==> src/rtl/dcs_pkg.sv <==
package dcs_pkg;

    localparam int OPC_W = 10;
    localparam logic [OPC_W-1:0] XFER_OPC = 10'b0111100110;

    typedef enum logic [1:0] {
        XK_JUMP = 2'b00,
        XK_CALL = 2'b01,
        XK_RET  = 2'b10,
        XK_NONE = 2'b11
    } xfer_kind_e;

    // zf is bit 0, lvf is bit 4
    typedef struct packed {
        logic lvf;
        logic luf;
        logic tf;
        logic nf;
        logic zf;
    } flags_t;

    typedef enum logic [3:0] {
        CC_NZ   = 4'b0000,
        CC_Z    = 4'b0001,
        CC_POS  = 4'b0010,
        CC_NNEG = 4'b0011,
        CC_NEG  = 4'b0100,
        CC_NPOS = 4'b0101,
        CC_TST  = 4'b1010,
        CC_NTST = 4'b1011,
        CC_UFL  = 4'b1100,
        CC_OFL  = 4'b1101,
        CC_ALW  = 4'b1110,
        CC_ALW2 = 4'b1111
    } cc_e;

endpackage

==> src/rtl/dcs_decode.sv <==
module dcs_decode
    import dcs_pkg::*;
#(
    parameter int INSTR_W = 32,
    parameter int OFF_W   = 16,
    parameter int CC_W    = 4
) (
    input  logic [INSTR_W-1:0] word_i,
    output xfer_kind_e         kind_o,
    output logic [CC_W-1:0]    cond_o,
    output logic [OFF_W-1:0]   off_o
);
    localparam int OPC_LSB  = INSTR_W - OPC_W;
    localparam int KIND_LSB = OPC_LSB - 2;

    always_comb begin
        cond_o = word_i[OFF_W +: CC_W];
        off_o  = word_i[OFF_W-1:0];
        kind_o = XK_NONE;
        if (word_i[INSTR_W-1:OPC_LSB] == XFER_OPC) begin
            case (word_i[KIND_LSB +: 2])
                2'b00:   kind_o = XK_JUMP;
                2'b01:   kind_o = XK_CALL;
                2'b10:   kind_o = XK_RET;
                default: kind_o = XK_NONE;
            endcase
        end
    end
endmodule

==> src/rtl/dcs_cond.sv <==
module dcs_cond
    import dcs_pkg::*;
#(
    parameter int CC_W = 4
) (
    input  logic [CC_W-1:0] cond_i,
    input  flags_t          flags_i,
    output logic            take_o
);
    always_comb begin
        case (cond_i)
            CC_NZ:            take_o = !flags_i.zf;
            CC_Z:             take_o =  flags_i.zf;
            CC_POS:           take_o = !flags_i.zf && !flags_i.nf;
            CC_NNEG:          take_o = !flags_i.nf;
            CC_NEG:           take_o =  flags_i.nf;
            CC_NPOS:          take_o =  flags_i.zf || flags_i.nf;
            CC_TST:           take_o =  flags_i.tf;
            CC_NTST:          take_o = !flags_i.tf;
            CC_UFL:           take_o =  flags_i.luf;
            CC_OFL:           take_o =  flags_i.lvf;
            CC_ALW, CC_ALW2:  take_o = 1'b1;
            default:          take_o = 1'b0;
        endcase
    end

    // codes 0110..1001 never pass
    always_comb begin
        a_r5_reserved_false: assert (!(cond_i >= 4'd6 && cond_i <= 4'd9) || !take_o);
    end
endmodule

==> src/rtl/dcs_hazard.sv <==
module dcs_hazard #(
    parameter int WIN = 3
) (
    input  logic clk,
    input  logic rst_n,
    input  logic vld_i,
    input  logic xfer_i,
    output logic hazard_o
);
    typedef struct packed {
        logic [WIN-1:0] hist;
        logic           hz;
    } hz_st_t;

    hz_st_t st_d, st_q;

    always_comb begin
        st_d = st_q;
        st_d.hz = 1'b0;
        if (vld_i) begin
            st_d.hz = xfer_i && (|st_q.hist);
            if (WIN > 1) begin
                st_d.hist = {st_q.hist[WIN-2:0], xfer_i};
            end else begin
                st_d.hist = WIN'(xfer_i);
            end
        end
    end

    always_ff @(posedge clk or negedge rst_n) begin
        if (!rst_n) st_q <= '0;
        else        st_q <= st_d;
    end

    assign hazard_o = st_q.hz;

    // a pulse always comes from a transfer seen in the previous cycle
    a_r11_hazard_cause: assert property (@(posedge clk) disable iff (!rst_n)
        hazard_o |-> $past(vld_i && xfer_i));
    // a pulse lasts one cycle when no transfer follows it
    a_r11_hazard_pulse: assert property (@(posedge clk) disable iff (!rst_n)
        (hazard_o && !(vld_i && xfer_i)) |=> !hazard_o);
endmodule

==> src/rtl/dcall_seq.sv <==
module dcall_seq
    import dcs_pkg::*;
#(
    parameter int ADDR_W  = 16,
    parameter int INSTR_W = 32,
    parameter int OFF_W   = 16,
    parameter int CC_W    = 4,
    parameter int SLOTS   = 3,
    parameter int INC     = 2,
    parameter int N_POST  = 4
) (
    input  logic               clk,
    input  logic               rst_n,
    input  logic [INSTR_W-1:0] instr_i,
    input  logic [4:0]         flags_i,
    output logic [ADDR_W-1:0]  fetch_addr_o,
    output logic               redirect_o,
    output logic               hazard_o,
    output logic               wb_vld_o
);
    localparam logic [ADDR_W-1:0] STEP   = ADDR_W'(INC);
    localparam logic [ADDR_W-1:0] RET_OF = ADDR_W'((SLOTS + 1) * INC);

    typedef struct packed {
        logic              vld;
        logic [ADDR_W-1:0] pc;
        xfer_kind_e        kind;
        logic [CC_W-1:0]   cond;
        logic [OFF_W-1:0]  off;
    } stage_t;

    typedef struct packed {
        logic [ADDR_W-1:0] pc;
        logic [ADDR_W-1:0] rpc;
        logic              f2_vld;
        logic [ADDR_W-1:0] f2_pc;
        stage_t            d1;
        stage_t            d2;
        logic [N_POST-1:0] post_vld;
        logic              redir;
    } seq_st_t;

    seq_st_t st_d, st_q;

    xfer_kind_e       f2_kind;
    logic [CC_W-1:0]  f2_cond;
    logic [OFF_W-1:0] f2_off;
    logic             d2_pass;
    logic             d2_xfer;
    logic             d2_take;
    logic [ADDR_W-1:0] tgt;

    dcs_decode #(.INSTR_W(INSTR_W), .OFF_W(OFF_W), .CC_W(CC_W)) u_dec (
        .word_i (instr_i),
        .kind_o (f2_kind),
        .cond_o (f2_cond),
        .off_o  (f2_off)
    );

    dcs_cond #(.CC_W(CC_W)) u_cond (
        .cond_i  (st_q.d2.cond),
        .flags_i (flags_t'(flags_i)),
        .take_o  (d2_pass)
    );

    dcs_hazard #(.WIN(SLOTS)) u_hz (
        .clk      (clk),
        .rst_n    (rst_n),
        .vld_i    (st_q.f2_vld),
        .xfer_i   (f2_kind != XK_NONE),
        .hazard_o (hazard_o)
    );

    always_comb begin
        st_d = st_q;

        // fetch side: every fetch is kept, delay slots are never cancelled
        st_d.f2_vld = 1'b1;
        st_d.f2_pc  = st_q.pc;

        st_d.d1.vld  = st_q.f2_vld;
        st_d.d1.pc   = st_q.f2_pc;
        st_d.d1.kind = st_q.f2_vld ? f2_kind : XK_NONE;
        st_d.d1.cond = f2_cond;
        st_d.d1.off  = f2_off;

        st_d.d2 = st_q.d1;

        // condition resolved in D2; a transfer does not advance to R1
        d2_xfer = st_q.d2.vld && (st_q.d2.kind != XK_NONE);
        d2_take = d2_xfer && d2_pass;

        if (N_POST > 1) begin
            st_d.post_vld = {st_q.post_vld[N_POST-2:0], st_q.d2.vld && !d2_xfer};
        end else begin
            st_d.post_vld = N_POST'(st_q.d2.vld && !d2_xfer);
        end

        if (st_q.d2.kind == XK_RET) begin
            tgt = st_q.rpc;
        end else begin
            tgt = st_q.d2.pc + STEP + ADDR_W'(signed'(st_q.d2.off));
        end

        st_d.redir = d2_take;
        st_d.pc    = d2_take ? tgt : (st_q.pc + STEP);
        if (d2_take && st_q.d2.kind == XK_CALL) begin
            st_d.rpc = st_q.d2.pc + RET_OF;
        end
    end

    always_ff @(posedge clk or negedge rst_n) begin
        if (!rst_n) st_q <= '0;
        else        st_q <= st_d;
    end

    assign fetch_addr_o = st_q.pc;
    assign redirect_o   = st_q.redir;
    assign wb_vld_o     = st_q.post_vld[N_POST-1];

    // without a redirect the fetch address steps by one instruction
    a_r2_seq_step: assert property (@(posedge clk) disable iff (!rst_n)
        ($past(rst_n) && !redirect_o) |-> fetch_addr_o == ADDR_W'($past(fetch_addr_o) + STEP));
    // a redirect only follows a transfer sitting in D2
    a_r7_redirect_src: assert property (@(posedge clk) disable iff (!rst_n)
        redirect_o |-> $past(st_q.d2.vld && st_q.d2.kind != XK_NONE));
    // the return register only moves to the call address plus four instructions
    a_r8_rpc_value: assert property (@(posedge clk) disable iff (!rst_n)
        !$stable(st_q.rpc) |-> st_q.rpc == ADDR_W'($past(st_q.d2.pc) + RET_OF));
    // a transfer in D2 leaves R1 empty
    a_r10_bubble: assert property (@(posedge clk) disable iff (!rst_n)
        $past(st_q.d2.vld && st_q.d2.kind != XK_NONE) |-> !st_q.post_vld[0]);
endmodule

==> config.mk <==
export PLATFORM = sky130hd
export DESIGN_NAME = dcall_seq
export DESIGN_NICKNAME = d
export VERILOG_FILES = /design/src/rtl/dcs_pkg.sv /design/src/rtl/dcs_decode.sv /design/src/rtl/dcs_cond.sv /design/src/rtl/dcs_hazard.sv /design/src/rtl/dcall_seq.sv
export SDC_FILE = /design/constraint.sdc
export NUM_CORES = 1
export LEC_CHECK = 0
export ABC_AREA = 1
export ABC_CLOCK_PERIOD_IN_PS = 2500
export CORE_AREA = 3 3 102 104
export CTS_CLUSTER_DIAMETER = 60
export CTS_CLUSTER_SIZE = 16
export DETAILED_ROUTE_END_ITERATION = 16
export DIE_AREA = 0 0 105 107
export DONT_BUFFER_PORTS = 1
export PLACE_DENSITY = 0.78
export RECOVER_POWER = 25
export SLEW_MARGIN = 20
export SYNTH_ARGS = -nofsm -noshare
export SYNTH_HDL_FRONTEND = slang
export SYNTH_SLANG_ARGS = --single-unit
export TNS_END_PERCENT = 5
==> constraint.sdc <==
create_clock -name clk -period 2.5 [get_ports clk]
set_input_delay 0.375 -clock clk [delete_from_list [all_inputs] [get_ports clk]]
set_output_delay 0.375 -clock clk [all_outputs]
set_load 0.02 [all_outputs]
======== Word level (Yosys, flattened, before mapping) ========
Index checks and enable logic that the tools add are counted.
storage, ports and cells
  bits in registers ....................... 136
  input port bits ......................... 39
  output and inout port bits .............. 19
  word-level logic and storage cells ...... 62
operators by class
  add/sub/neg operators ................... 4
  equal/unequal tests ..................... 18
  muxes and demuxes ....................... 7
  reductions and logical operators ........ 15
operators by type and width
  operator                                                                 number
  16-bit by 2-bit adder with 16-bit output (second input constant)         2
  16-bit 2-to-1 mux                                                        2
  4-bit equality test (second input constant)                              6
  16-bit adder                                                             1
  16-bit by 4-bit adder with 16-bit output (second input constant)         1
  1-bit case mux with 11 select lines                                      1
  10-bit by 9-bit equality test with 1-bit output (second input constant)  1
  4-bit by 2-bit equality test with 1-bit output (second input constant)   2
  4-bit by 3-bit equality test with 1-bit output (second input constant)   2
  1-bit logical AND                                                        6
  2-bit case mux with 3 select lines                                       1
  2-bit by 1-bit equality test with 1-bit output (second input constant)   2
  2-bit equality test (second input constant)                              2
  4-bit by 1-bit equality test with 1-bit output (second input constant)   1
  1-bit zero test                                                          4
  4-bit zero test                                                          1
  2-bit 2-to-1 mux                                                         2
  2-bit != test (second input constant)                                    2
  3-bit OR reduction                                                       1
  2-bit zero test                                                          1
  2-bit OR reduction                                                       1
  1-bit logical OR                                                         1
  1-bit 2-to-1 mux                                                         1

======== Longest topological paths before layout ========
Gate-level depths: netlist (run 1).
  word-level depth ........................ 6
  mapped depth ............................ 16
  depth with buffers taken out ............ 16

======== By module ========
A second synthesis (run 1) with hierarchy kept.
second synthesis, totals
  cell total of the unflattened synthesis .. 648
  area, all modules ....................... 6,123.4 sq um
by module, submodules not included
  module      instances  cells an instance  area each (sq um)
  dcall_seq   1          572                5,654.2
  dcs_decode  1          35                 216.5
  dcs_hazard  1          14                 142.6
  dcs_cond    1          27                 110.1

======== Worst setup path after synthesis (run 1) ========
No wires, ideal clock.
  path type ............................... register to register
  start ................................... register st_q[28] (netlist bit)
  end ..................................... register st_q (netlist bit fetch_addr_o[9])
  setup time .............................. 0.116 ns
  arrival ................................. 1.837 ns
  path slack .............................. 0.546 ns
  stages on the path, launching flop included .. 17
  path buffers ............................ 0
  period minus slack after synthesis ...... 1.954 ns
  cells stage by stage .................... dfrtp_1 -> inv_1 -> ha_1 -> inv_1 -> ha_1 -> inv_1 -> fa_1 -> inv_1 -> nand3_1 -> nand3_1 -> nand2_1 -> nand2_1 -> nand2_1 -> nand3_1 -> nand2_1 -> nand2_1 -> nand2_1
RTL lines
  item                    RTL line          RTL
  from (decl)             dcall_seq.sv:43   seq_st_t st_d, st_q;
  from (signal assigned)  dcall_seq.sv:114  else st_q <= st_d;

==> results.sh, run 1 <==
export IMPL_pin_count=58
export IMPL_cts_sinks=136
export IMPL_insertedDiodeCount=0
export IMPL_htree_levels=4
export IMPL_cts_setup_buffers=0
export IMPL_grt_pass1_vias=4266
export IMPL_maxSlewHeadroom_pct=44.01
export IMPL_dp_hpwl_um=7918
export IMPL_max_cap_violations=0
export IMPL_postCtsHoldBufs=24
export IMPL_setup_viol_count_final=0
export IMPL_cts_root_buf="clkbuf_8"
export IMPL_syn_avg_cell_area_um2=9.646
export IMPL_netlist_area_leader_share_pct=56.27
export IMPL_rsz0062_at_grt="false"
export IMPL_via_count=4090
export IMPL_drt_first_pass_iters=4
export IMPL_fillers=715
export IMPL_critPathRequiredTime_ns=2.91
export IMPL_path_class="flop to flop"
export IMPL_cp_end_kind="flop"
export IMPL_p_total_w=0.006572
export IMPL_dieArea_um2=11240
export IMPL_dieHeight_um=107
export IMPL_met3_usage_pct=7.646
export IMPL_fmax_ghz=0.4486
export IMPL_drt_first_iter_violations=246
export IMPL_grt_pass1_wl_um=20180
export IMPL_grt_util_met2_pct=36.39
export IMPL_arrival_ns=2.64
export IMPL_yosysSeqAreaShare_pct=56.27
export IMPL_min_path_type="input pin to async pin"
export IMPL_fp_row_count=36
export IMPL_grt_start_max_net_pins=137
export IMPL_post_place_cells=738
export IMPL_drt_wirelength_per_cell_um=14.77
export IMPL_finClkSkew_ns=0.01251
export IMPL_die_w_um=105
export IMPL_ys_ff_latch=136
export IMPL_busiest_layer="met2"
export IMPL_status="complete, but fails checks"
export IMPL_antenna_found_initial=0
export IMPL_irDropWorstVdd_v=0.0006907
export IMPL_p_leak_nw=3.514
export IMPL_clockBufferDepth=2
export IMPL_postSynthCellCount=627
export IMPL_place_ws_ns=0.3081
export IMPL_routed_wl_um=11730
export IMPL_syn_nets=698
export IMPL_clk_latency_ns=0.53
export IMPL_synth_warnings=0
export IMPL_synth_top_cells_by_area="dfrtp_1 56%, nand2_1 11%, ha_1 6.4%"
export IMPL_initial_core_util_pct=62.75
export IMPL_worst_slew_pin_slew_ns=0.8389
export IMPL_slew_viol_final=0
export IMPL_cts_tree="done"
export IMPL_ant_nets=0
export IMPL_grt_use_met1_pct=30.33
export IMPL_area_growth_syn_to_layout_pct=13.24
export IMPL_drc_errors=0
export IMPL_cts_buffers=17
export IMPL_ctsResizeCount=0
export IMPL_port_buffers=0
export IMPL_final_period_utilization_pct=89.17
export IMPL_hold_violations=136
export IMPL_period_minus_slack_ns=2.229
export IMPL_netlist_area_um2=6048
export IMPL_start_kind="flop"
export IMPL_drive_gt1_share_pct=11.50
export IMPL_viasPerCell=5.151
export IMPL_yosysUniqueCellTypes=35
export IMPL_crit_fanout=5
export IMPL_hold_slack_ns=-0.4663
export IMPL_gp_congestion=0.8478
export IMPL_tns_ns=0
export IMPL_fin_ws_ns=0.2708
export IMPL_fp_coreArea_um2=9639
export IMPL_finalNonFillerCells=794
export IMPL_grtUsageTotal_pct=23.40
export IMPL_cts_clk_slew_worst_paths_ns=0.06
export IMPL_grt_ovfl_total=0
export IMPL_fin_util_pct=71.05
export IMPL_synth_area_leader_cell="dfrtp_1"
export IMPL_nets=719
export IMPL_violations="negative hold slack"
export IMPL_p_per_area_nw_per_um2=959.5
per-stage QoR:
step	area, µm²	hold WS [ns]
after global placement	6032	0.08350
after global routing	6849	-0.4894
after floorplan	6048	0.07941
after detailed placement	6032	0.08555
final	6849	-0.4663
after CTS	6849	-0.4915
Yosys cell counts, drive strengths merged:
| cell | number |
|---|---|
| nand2 | 177 |
| dfrtp | 136 |
| inv | 85 |
| nand3 | 44 |
| nor2 | 42 |
| ha | 31 |
| o21ai | 27 |
| buf | 24 |
| a21oi | 12 |
| xor2 | 10 |
| xnor2 | 8 |
| nand4 | 7 |
| nor3 | 6 |
| or2 | 5 |
| nand3b | 3 |
| mux2i | 2 |
| nor4 | 2 |
| and3b | 1 |
| conb | 1 |
| fa | 1 |
| mux2 | 1 |
| o211ai | 1 |
| o21bai | 1 |
metal layers:
metal | vias to the layer above | part of all wire, %
met5 | - | 0
met1 | 1963 | 44
li1 | 1986 | -
met2 | 120 | 48
met3 | 21 | 6.1
met4 | 0 | 1.9
registers in the layout (all words and copies together) (netlist names):
signal / flops
redirect_o: 1
st_q: 55
st_d: 59
u_hz.hazard_o: 1
fetch_addr_o: 16
wb_vld_o: 1
u_hz.st_q: 3
area by class of cell:
type                       instances  area, µm²  area share, %
clock buffer                      19      431.7          6.303
multi-input combinational        382       2128          31.07
inverter                          85      319.1          4.658
timing repair buffer              26      255.2          3.727
clock inverter                    13      145.1          2.119
sequential                       136       3403          49.69
tap                              133      166.4          2.430
kinds of logic after synthesis:
group | after synthesis | synth area share [%]
DFF | 136 | 56.27
and+or+nand+nor | 287 | 20.60
buffers and inverters | 109 | 8.544
adders and majority gates | 32 | 6.744
muxes | 3 | 0.5172
other | 1 | 0.06200
xor gates and xnor gates | 18 | 2.607
AOI/OAI and AO/OA | 41 | 4.655
worst max-delay path, cell delays in order, from the launching register on:
cell     delay [ns]
dfrtp_1        0.48
ha_1           0.33
ha_1           0.36
nand2_1        0.11
inv_1          0.04
nand3_1        0.07
nand2_1        0.12
or2_2          0.29
nand3_1        0.08
nand2_1        0.09
nand2_1        0.07
nand2_1        0.07
cell usage in the layout (no fill, tap or decap), types with 3 or more instances in the layout:
| cell type | Yosys | final |
|---|---|---|
| o21ai_2 | 17 | 17 |
| inv_1 | 82 | 82 |
| o21ai_1 | 4 | 4 |
| dfrtp_1 | 136 | 136 |
| inv_2 | 3 | 3 |
| xor2_1 | 10 | 10 |
| nand4_1 | 7 | 7 |
| nand2_2 | 6 | 6 |
| nor3_1 | 4 | 4 |
| or2_2 | 4 | 4 |
| clkinv_2 | 0 | 3 |
| nand3b_1 | 3 | 3 |
| clkbuf_16 | 0 | 16 |
| nor2_1 | 37 | 37 |
| nand3_1 | 42 | 42 |
| o21ai_0 | 6 | 6 |
| xnor2_1 | 8 | 8 |
| a21oi_1 | 10 | 10 |
| nand2_1 | 170 | 170 |
| dlygate4sd3_1 | 0 | 24 |
| nor2_2 | 5 | 5 |
| inv_6 | 0 | 3 |
| ha_1 | 31 | 31 |
path summary, 6_finish.rpt:
check | startpoint | cells past startpoint | to | slack, ns
setup / recovery | st_q[32]$_DFF_PN0_ | 11 | fetch_addr_o[6]$_DFF_PN0_ | 0.27
hold / removal | rst_n | 0 | st_d[5]$_DFF_PN0_ | -0.47
setup reg to reg | st_q[32]$_DFF_PN0_ | 11 | fetch_addr_o[6]$_DFF_PN0_ | 0.27
hold reg to reg | st_d[2]$_DFF_PN0_ | 0 | st_d[3]$_DFF_PN0_ | 0.34
max in group asynchronous | rst_n | 0 | st_q[112]$_DFFE_PN0P_ | 2.80
min in group clk | instr_i[25] | 3 | u_hz.hazard_o$_DFF_PN0_ | 0.11
power breakdown:
part / leakage [nW] / switching (W) / internal [W]
clock: 0.281 / 0.000950 / 0.00146
combinational: 1.54 / 0.000860 / 0.000529
sequential: 1.69 / 0.000318 / 0.00246
No activity file was read; power rests on OpenSTA's default activity.
==> run 2: changes to the inputs <==
Settings changed: ABC_CLOCK_PERIOD_IN_PS 2500 to 2700, CORE_AREA 3 3 102 104 to 3 3 101 103, DIE_AREA 0 0 105 107 to 0 0 104 106, PLACE_DENSITY 0.78 to 0.8.
Clock period 2.5 ns to 2.7 ns, I/O delays scaled along.
==> results.sh, run 2 (synthesis gave the netlist of run 1 again) <==
export IMPL_rsz0062_at_grt="false"
export IMPL_seq_area_um2=3403
export IMPL_drt_first_iter_violations=307
export IMPL_cts_clk_slew_worst_paths_ns=0.06
export IMPL_cp_end_kind="flop"
export IMPL_finalNonFillerCells=786
export IMPL_period_minus_slack_ns=2.251
export IMPL_ant_nets=0
export IMPL_area_growth_syn_to_layout_pct=12.56
export IMPL_final_period_utilization_pct=83.37
export IMPL_cts_sinks=136
export IMPL_via_count=4133
export IMPL_clockPowerShare_pct=36.8
export IMPL_clockBufferDepth=2
export IMPL_multi_input_area_um2=2128
export IMPL_fp_coreArea_um2=9284
export IMPL_hold_violations=136
export IMPL_grt_start_max_net_pins=137
export IMPL_place_ws_ns=0.4916
export IMPL_layout_common_cells="170 x nand2_1, 136 x dfrtp_1, 82 x inv_1, 42 x nand3_1, 37 x nor2_1"
export IMPL_p_switching_w=0.001980
export IMPL_layout_cells_most_common="nand2_1"
export IMPL_path_class="flop to flop"
export IMPL_cts_setup_buffers=0
export IMPL_dieHeight_um=106
export IMPL_grt_pass1_vias=4293
export IMPL_arrival_ns=2.64
export IMPL_min_path_type="input pin to async pin"
export IMPL_crit_fanout=31
export IMPL_antenna_found_initial=0
export IMPL_viasPerCell=5.258
export IMPL_r2r_end="st_q[109]$_DFFE_PN0P_"
export IMPL_fmax_ghz=0.4443
export IMPL_p_per_area_nw_per_um2=896.0
export IMPL_gp_congestion=0.8914
export IMPL_initial_core_util_pct=65.15
export IMPL_power_frac_comb_pct=21.2
export IMPL_max_cap_violations=0
export IMPL_die_w_um=104
export IMPL_worst_slew_pin_slew_ns=0.8764
export IMPL_cts_tree="done"
export IMPL_dieArea_um2=11020
export IMPL_final_cell_area_um2=6808
export IMPL_r2r_start="st_q[24]$_DFF_PN0_"
export IMPL_cts_buffers=17
export IMPL_fin_ws_ns=0.4490
export IMPL_violations="negative hold slack"
export IMPL_clk_latency_ns=0.52
export IMPL_fp_row_count=35
export IMPL_p_int_w=0.004120
export IMPL_dp_hpwl_um=8170
export IMPL_port_buffers=0
export IMPL_post_place_cells=733
export IMPL_swShare_pct=32.46
export IMPL_drt_wirelength_per_cell_um=15.78
export IMPL_pin_count=58
export IMPL_critPathRequiredTime_ns=3.08
export IMPL_finClkSkew_ns=0.008934
export IMPL_rrSetupSlack_ns=0.45
export IMPL_maxSlewHeadroom_pct=41.51
export IMPL_status="complete, but fails checks"
export IMPL_drt_first_pass_iters=5
export IMPL_hold_slack_ns=-0.4222
export IMPL_slew_viol_final=0
export IMPL_fillers=651
export IMPL_grt_ovfl_total=0
export IMPL_htree_levels=4
export IMPL_largest_reg_flops=59
export IMPL_drive_gt1_share_pct=11.26
export IMPL_setup_viol_count_final=0
export IMPL_grtUsageTotal_pct=24.27
export IMPL_nets=715
export IMPL_routed_wl_um=12400
export IMPL_postCtsHoldBufs=21
export IMPL_irDropWorstVdd_v=0.0006088
export IMPL_p_leak_nw=3.496
export IMPL_cts_root_buf="clkbuf_8"
export IMPL_start_kind="flop"
export IMPL_insertedDiodeCount=0
export IMPL_placed_cell_area_um2=6020
export IMPL_power_frac_seq_pct=42.0
export IMPL_drc_errors=0
export IMPL_rr_worst_depth=8
export IMPL_grt_pass1_wl_um=20710
export IMPL_tns_ns=0
==> run 2: changes by cell type in the layout (fill, tap and decap cells not counted) <==
| cell | before | now |
|---|---|---|
| clkbuf_1 | 1 | 2 |
| dlygate4sd3_1 | 24 | 21 |
| clkinvlp_4 | 2 | 3 |
| buf_4 | 2 | 1 |
| clkinv_2 | 3 | 1 |
==> run 2: timing repair <==
item	CTS	global route
endpoints found under the setup margin	0	0
hold endpoints to repair	157	136
resized for setup	0	0
==> run 2: stage by stage <==
step           power (W)  util, %
2_1_floorplan   0.003556        -
3_3_place_gp    0.003775    64.84
3_5_place_dp    0.003828    64.84
4_1_cts         0.006121    73.33
5_1_grt         0.006468    73.33
6_report        0.006099    73.33
==> run 2: routing by layer <==
| metal | global-route usage, % | up-vias | share of wire, % |
|---|---|---|---|
| met4 | 9.877 | 0 | 1.9 |
| li1 | - | 1978 | - |
| met5 | 0 | - | 0 |
| met1 | 33.00 | 1979 | 44 |
| met3 | 5.768 | 24 | 6.3 |
| met2 | 37.98 | 152 | 48 |
==> run 2: area by class of cell <==
type | count | area share [%]
Clock buffer | 20 | 6.396
Sequential cell | 136 | 49.99
Clock inverter | 12 | 2.095
Timing Repair Buffer | 22 | 3.198
Multi-Input combinational cell | 382 | 31.26
Tap cell | 129 | 2.371
Inverter | 85 | 4.687
==> run 2: how the worst max path moves through the flow <==
stage                                   from                        end  slack, ns
after floorplan           st_q[28]$_DFF_PN0_  fetch_addr_o[9]$_DFF_PN0_       0.75
after global placement    st_q[30]$_DFF_PN0_  fetch_addr_o[6]$_DFF_PN0_       0.53
after detailed placement  st_q[30]$_DFF_PN0_  fetch_addr_o[6]$_DFF_PN0_       0.49
after CTS                 st_q[24]$_DFF_PN0_      st_q[109]$_DFFE_PN0P_       0.45
after global routing      st_q[24]$_DFF_PN0_      st_q[109]$_DFFE_PN0P_       0.29
final                     st_q[24]$_DFF_PN0_      st_q[109]$_DFFE_PN0P_       0.45
==> run 2: critical path, cell delays in order, from the launching register on <==
cell and delay [ns]:
dfrtp_1 0.41, nor3_1 0.20, o21ai_0 0.11, nand2_1 0.07, nand2_1 0.06, nand2_2 0.14
nand3_2 0.68, nand2_1 0.35, o21ai_2 0.08
==> run 2: power groups by stage <==
stage          clock, W  sequential (W)  combinational, W
5_1_grt         0.00237         0.00259           0.00150
6_report        0.00225         0.00256           0.00129
3_3_place_gp          0         0.00258           0.00119
4_1_cts         0.00228         0.00256           0.00128
2_1_floorplan         0         0.00244           0.00112
3_5_place_dp          0         0.00259           0.00124
==> run 3: changes to the inputs <==
Settings changed: ABC_AREA 1 to 0, ABC_CLOCK_PERIOD_IN_PS 2700 to 2300, CORE_AREA 3 3 101 103 to 3 3 98 100, DIE_AREA 0 0 104 106 to 0 0 101 103, PLACE_DENSITY 0.8 to 0.77.
Clock period 2.7 ns to 2.3 ns, I/O delays scaled along.
==> results.sh, run 3 <==
export IMPL_postSynthCellCount=443
export IMPL_synth_xor_area_share_pct=5.586
export IMPL_start_kind="flop"
export IMPL_startpoint="st_q[28]$_DFF_PN0_"
export IMPL_fillers=533
export IMPL_p_total_w=0.008063
export IMPL_ys_ff_latch=136
export IMPL_dieArea_um2=10400
export IMPL_synth_most_common_cell="dfrtp_1"
export IMPL_nets=571
export IMPL_slew_viol_final=0
export IMPL_cts_clk_slew_worst_paths_ns=0.06
export IMPL_irDropWorstVdd_v=0.0007751
export IMPL_p_switching_w=0.002653
export IMPL_drc_errors=0
export IMPL_rr_worst_depth=13
export IMPL_synth_flop_cell="dfrtp_1"
export IMPL_synth_fa_ha_area_share_pct=7.433
export IMPL_synth_area_mux_share_pct=1.801
export IMPL_ant_nets=0
export IMPL_status="complete, but fails checks"
export IMPL_layout_common_cells="136 x dfrtp_1, 40 x buf_4, 37 x nand2_1, 30 x ha_1, 22 x dlygate4sd3_1"
export IMPL_grt_pass1_wl_um=17870
export IMPL_cts_root_buf="clkbuf_8"
export IMPL_power_frac_comb_pct=30.6
export IMPL_maxSlewHeadroom_pct=46.01
export IMPL_syn_avg_cell_area_um2=12.39
export IMPL_cp_end_kind="flop"
export IMPL_initial_core_util_pct=62.62
export IMPL_viasPerCell=5.564
export IMPL_swShare_pct=32.91
export IMPL_r2r_start="st_q[28]$_DFF_PN0_"
export IMPL_arrival_ns=2.98
export IMPL_drive_gt1_share_pct=20.08
export IMPL_synth_edf_count=0
export IMPL_cts_sinks=136
export IMPL_routed_wl_um=11120
export IMPL_layout_cells_most_common="dfrtp_1"
export IMPL_post_place_cells=564
export IMPL_pin_count=58
export IMPL_synthSimpleGateAreaFrac_pct=10.33
export IMPL_via_count=3455
export IMPL_violations="negative hold slack, negative setup slack"
export IMPL_port_buffers=0
export IMPL_synth_top_family_by_area="simple AND/OR/NAND/NOR gates"
export IMPL_fp_row_count=34
export IMPL_hold_slack_ns=-0.4780
export IMPL_gp_congestion=0.8835
export IMPL_yosysUniqueCellTypes=53
export IMPL_p_int_w=0.005410
export IMPL_syn_nets=514
export IMPL_grtUsageTotal_pct=23.09
export IMPL_finalNonFillerCells=621
export IMPL_yosysSeqAreaShare_pct=62.02
export IMPL_grt_start_max_net_pins=137
export IMPL_netlist_area_leader_share_pct=62.02
export IMPL_postCtsHoldBufs=22
export IMPL_async_flop_share_pct=100.0
export IMPL_fmax_ghz=0.3919
export IMPL_clockPowerShare_pct=30.6
export IMPL_cts_tree="done"
export IMPL_power_frac_seq_pct=38.7
export IMPL_crit_fanout=3
export IMPL_cts_buffers=17
export IMPL_fin_ws_ns=-0.2520
export IMPL_antenna_found_initial=0
export IMPL_worst_slew_pin_slew_ns=0.8099
export IMPL_netlist_area_um2=5488
export IMPL_final_period_utilization_pct=111.0
export IMPL_htree_levels=4
export IMPL_hold_violations=136
export IMPL_min_path_type="input pin to async pin"
export IMPL_max_cap_violations=0
export IMPL_fp_coreArea_um2=8763
export IMPL_setup_viol_count_final=9
export IMPL_dp_hpwl_um=7240
export IMPL_critPathRequiredTime_ns=2.72
export IMPL_finClkSkew_ns=0.008191
export IMPL_area_growth_syn_to_layout_pct=21.25
export IMPL_fin_util_pct=75.93
export IMPL_clockBufferDepth=2
export IMPL_period_minus_slack_ns=2.552
export IMPL_path_class="flop to flop"
export IMPL_synth_area_leader_cell="dfrtp_1"
export IMPL_largest_reg_flops=59
export IMPL_grt_ovfl_total=0
export IMPL_drt_first_iter_violations=139
export IMPL_insertedDiodeCount=0
export IMPL_synth_warnings=0
export IMPL_dieHeight_um=103
export IMPL_rsz0062_at_grt="true"
export IMPL_clk_latency_ns=0.52
export IMPL_grt_pass1_vias=3600
export IMPL_die_w_um=101
export IMPL_synth_top_cells_by_area="dfrtp_1 62%, ha_1 7.1%, xor2_1 3.0%"
export IMPL_drt_wirelength_per_cell_um=17.91
export IMPL_yosys_top_cells_count="136 x dfrtp_1, 37 x nand2_1, 31 x ha_1, 19 x nor2_1, 19 x xor2_1"
export IMPL_p_leak_nw=3.090
export IMPL_p_per_area_nw_per_um2=1212
export IMPL_synth_compound_area_share_pct=8.960
export IMPL_drt_first_pass_iters=4
-- run 3: cell types whose count changed after synthesis, moves of 8 or more --
cell / before / now
nor2_1: 37 / 19
a21oi_1: 10 / 18
xnor2_1: 8 / 16
and3_1: 0 / 9
nand2_1: 170 / 37
inv_1: 82 / 13
nand3_1: 42 / 14
o21ai_1: 4 / 18
xor2_1: 10 / 19
o21ai_2: 17 / 0
-- run 3: what timing repair did --
| action | CTS | global route |
|---|---|---|
| gates resized for setup | 12 | 10 |
| setup endpoints to repair | 11 | 12 |
| buffers inserted | 2 | 1 |
| pin swaps | 12 | 8 |
| endpoints found under the hold margin | 158 | 136 |
-- run 3: stage by stage --
step | cell area, µm² | setup TNS [ns] | setup slack, ns | hold WS, ns
after floorplan | 5493 | -0.06211 | -0.03854 | 0.04941
after global placement | 5763 | -0.9871 | -0.2550 | 0.05504
after detailed placement | 5763 | -1.492 | -0.3331 | 0.05476
after CTS | 6595 | -1.207 | -0.2493 | -0.4896
after global routing | 6654 | -2.343 | -0.3351 | -0.5022
final | 6654 | -1.418 | -0.2520 | -0.4780
-- run 3: cell families after synthesis --
family | count (synthesis)
buffers and inverters | 39
other | 1
and+or+nand+nor | 114
AOI/OAI and AO/OA | 77
DFF | 136
adders and majority gates | 32
muxes | 9
xor gates and xnor gates | 35
-- run 3: power by group through the flow --
stage          clock [W]  sequential (W)  combinational (W)
4_1_cts          0.00251         0.00312            0.00234
3_5_place_dp           0         0.00316            0.00218
5_1_grt          0.00263         0.00317            0.00270
6_report         0.00247         0.00312            0.00247
3_3_place_gp           0         0.00315            0.00215
2_1_floorplan          0         0.00309            0.00154
-- run 3: path summary, 6_finish.rpt --
kind | to | slack, ns
worst min register to register | st_q[19]$_DFF_PN0_ | 0.34
max in group asynchronous | st_d[16]$_DFF_PN0_ | 2.63
min in group clk | u_hz.hazard_o$_DFF_PN0_ | 0.03
worst max register to register | fetch_addr_o[13]$_DFF_PN0_ | -0.25
worst max-delay path | fetch_addr_o[13]$_DFF_PN0_ | -0.25
worst min-delay path | st_q[106]$_DFFE_PN0P_ | -0.48
-- run 3: worst max-delay path, cell delays in order, from the launching register on --
cell and delay [ns]:
dfrtp_1 0.34, inv_1 0.05, ha_1 0.29, inv_1 0.06, ha_2 0.18, inv_2 0.04
fa_2 0.38, nor2b_4 0.16, o2111ai_4 0.16, a21oi_2 0.17, buf_4 0.14, o41ai_2 0.07
xor2_1 0.18, a211oi_2 0.23
-- run 3: layout make-up --
cell class                 count  area (µm²)  area share [%]
clock inverter                13       105.1           1.580
sequential                   136        3403           51.15
multi-input combinational    268        1984           29.82
tap                          108       135.1           2.031
clock buffer                  19       441.7           6.638
timing repair buffer          63       531.8           7.992
inverter                      14       52.55          0.7898
-- run 3: metal layers --
layer / routed length, µm / global-route usage, %
met2: 5500 / 37.82
met1: 4693 / 28.75
met4: 166 / 7.566
met5: 0 / 0
met3: 759 / 8.457
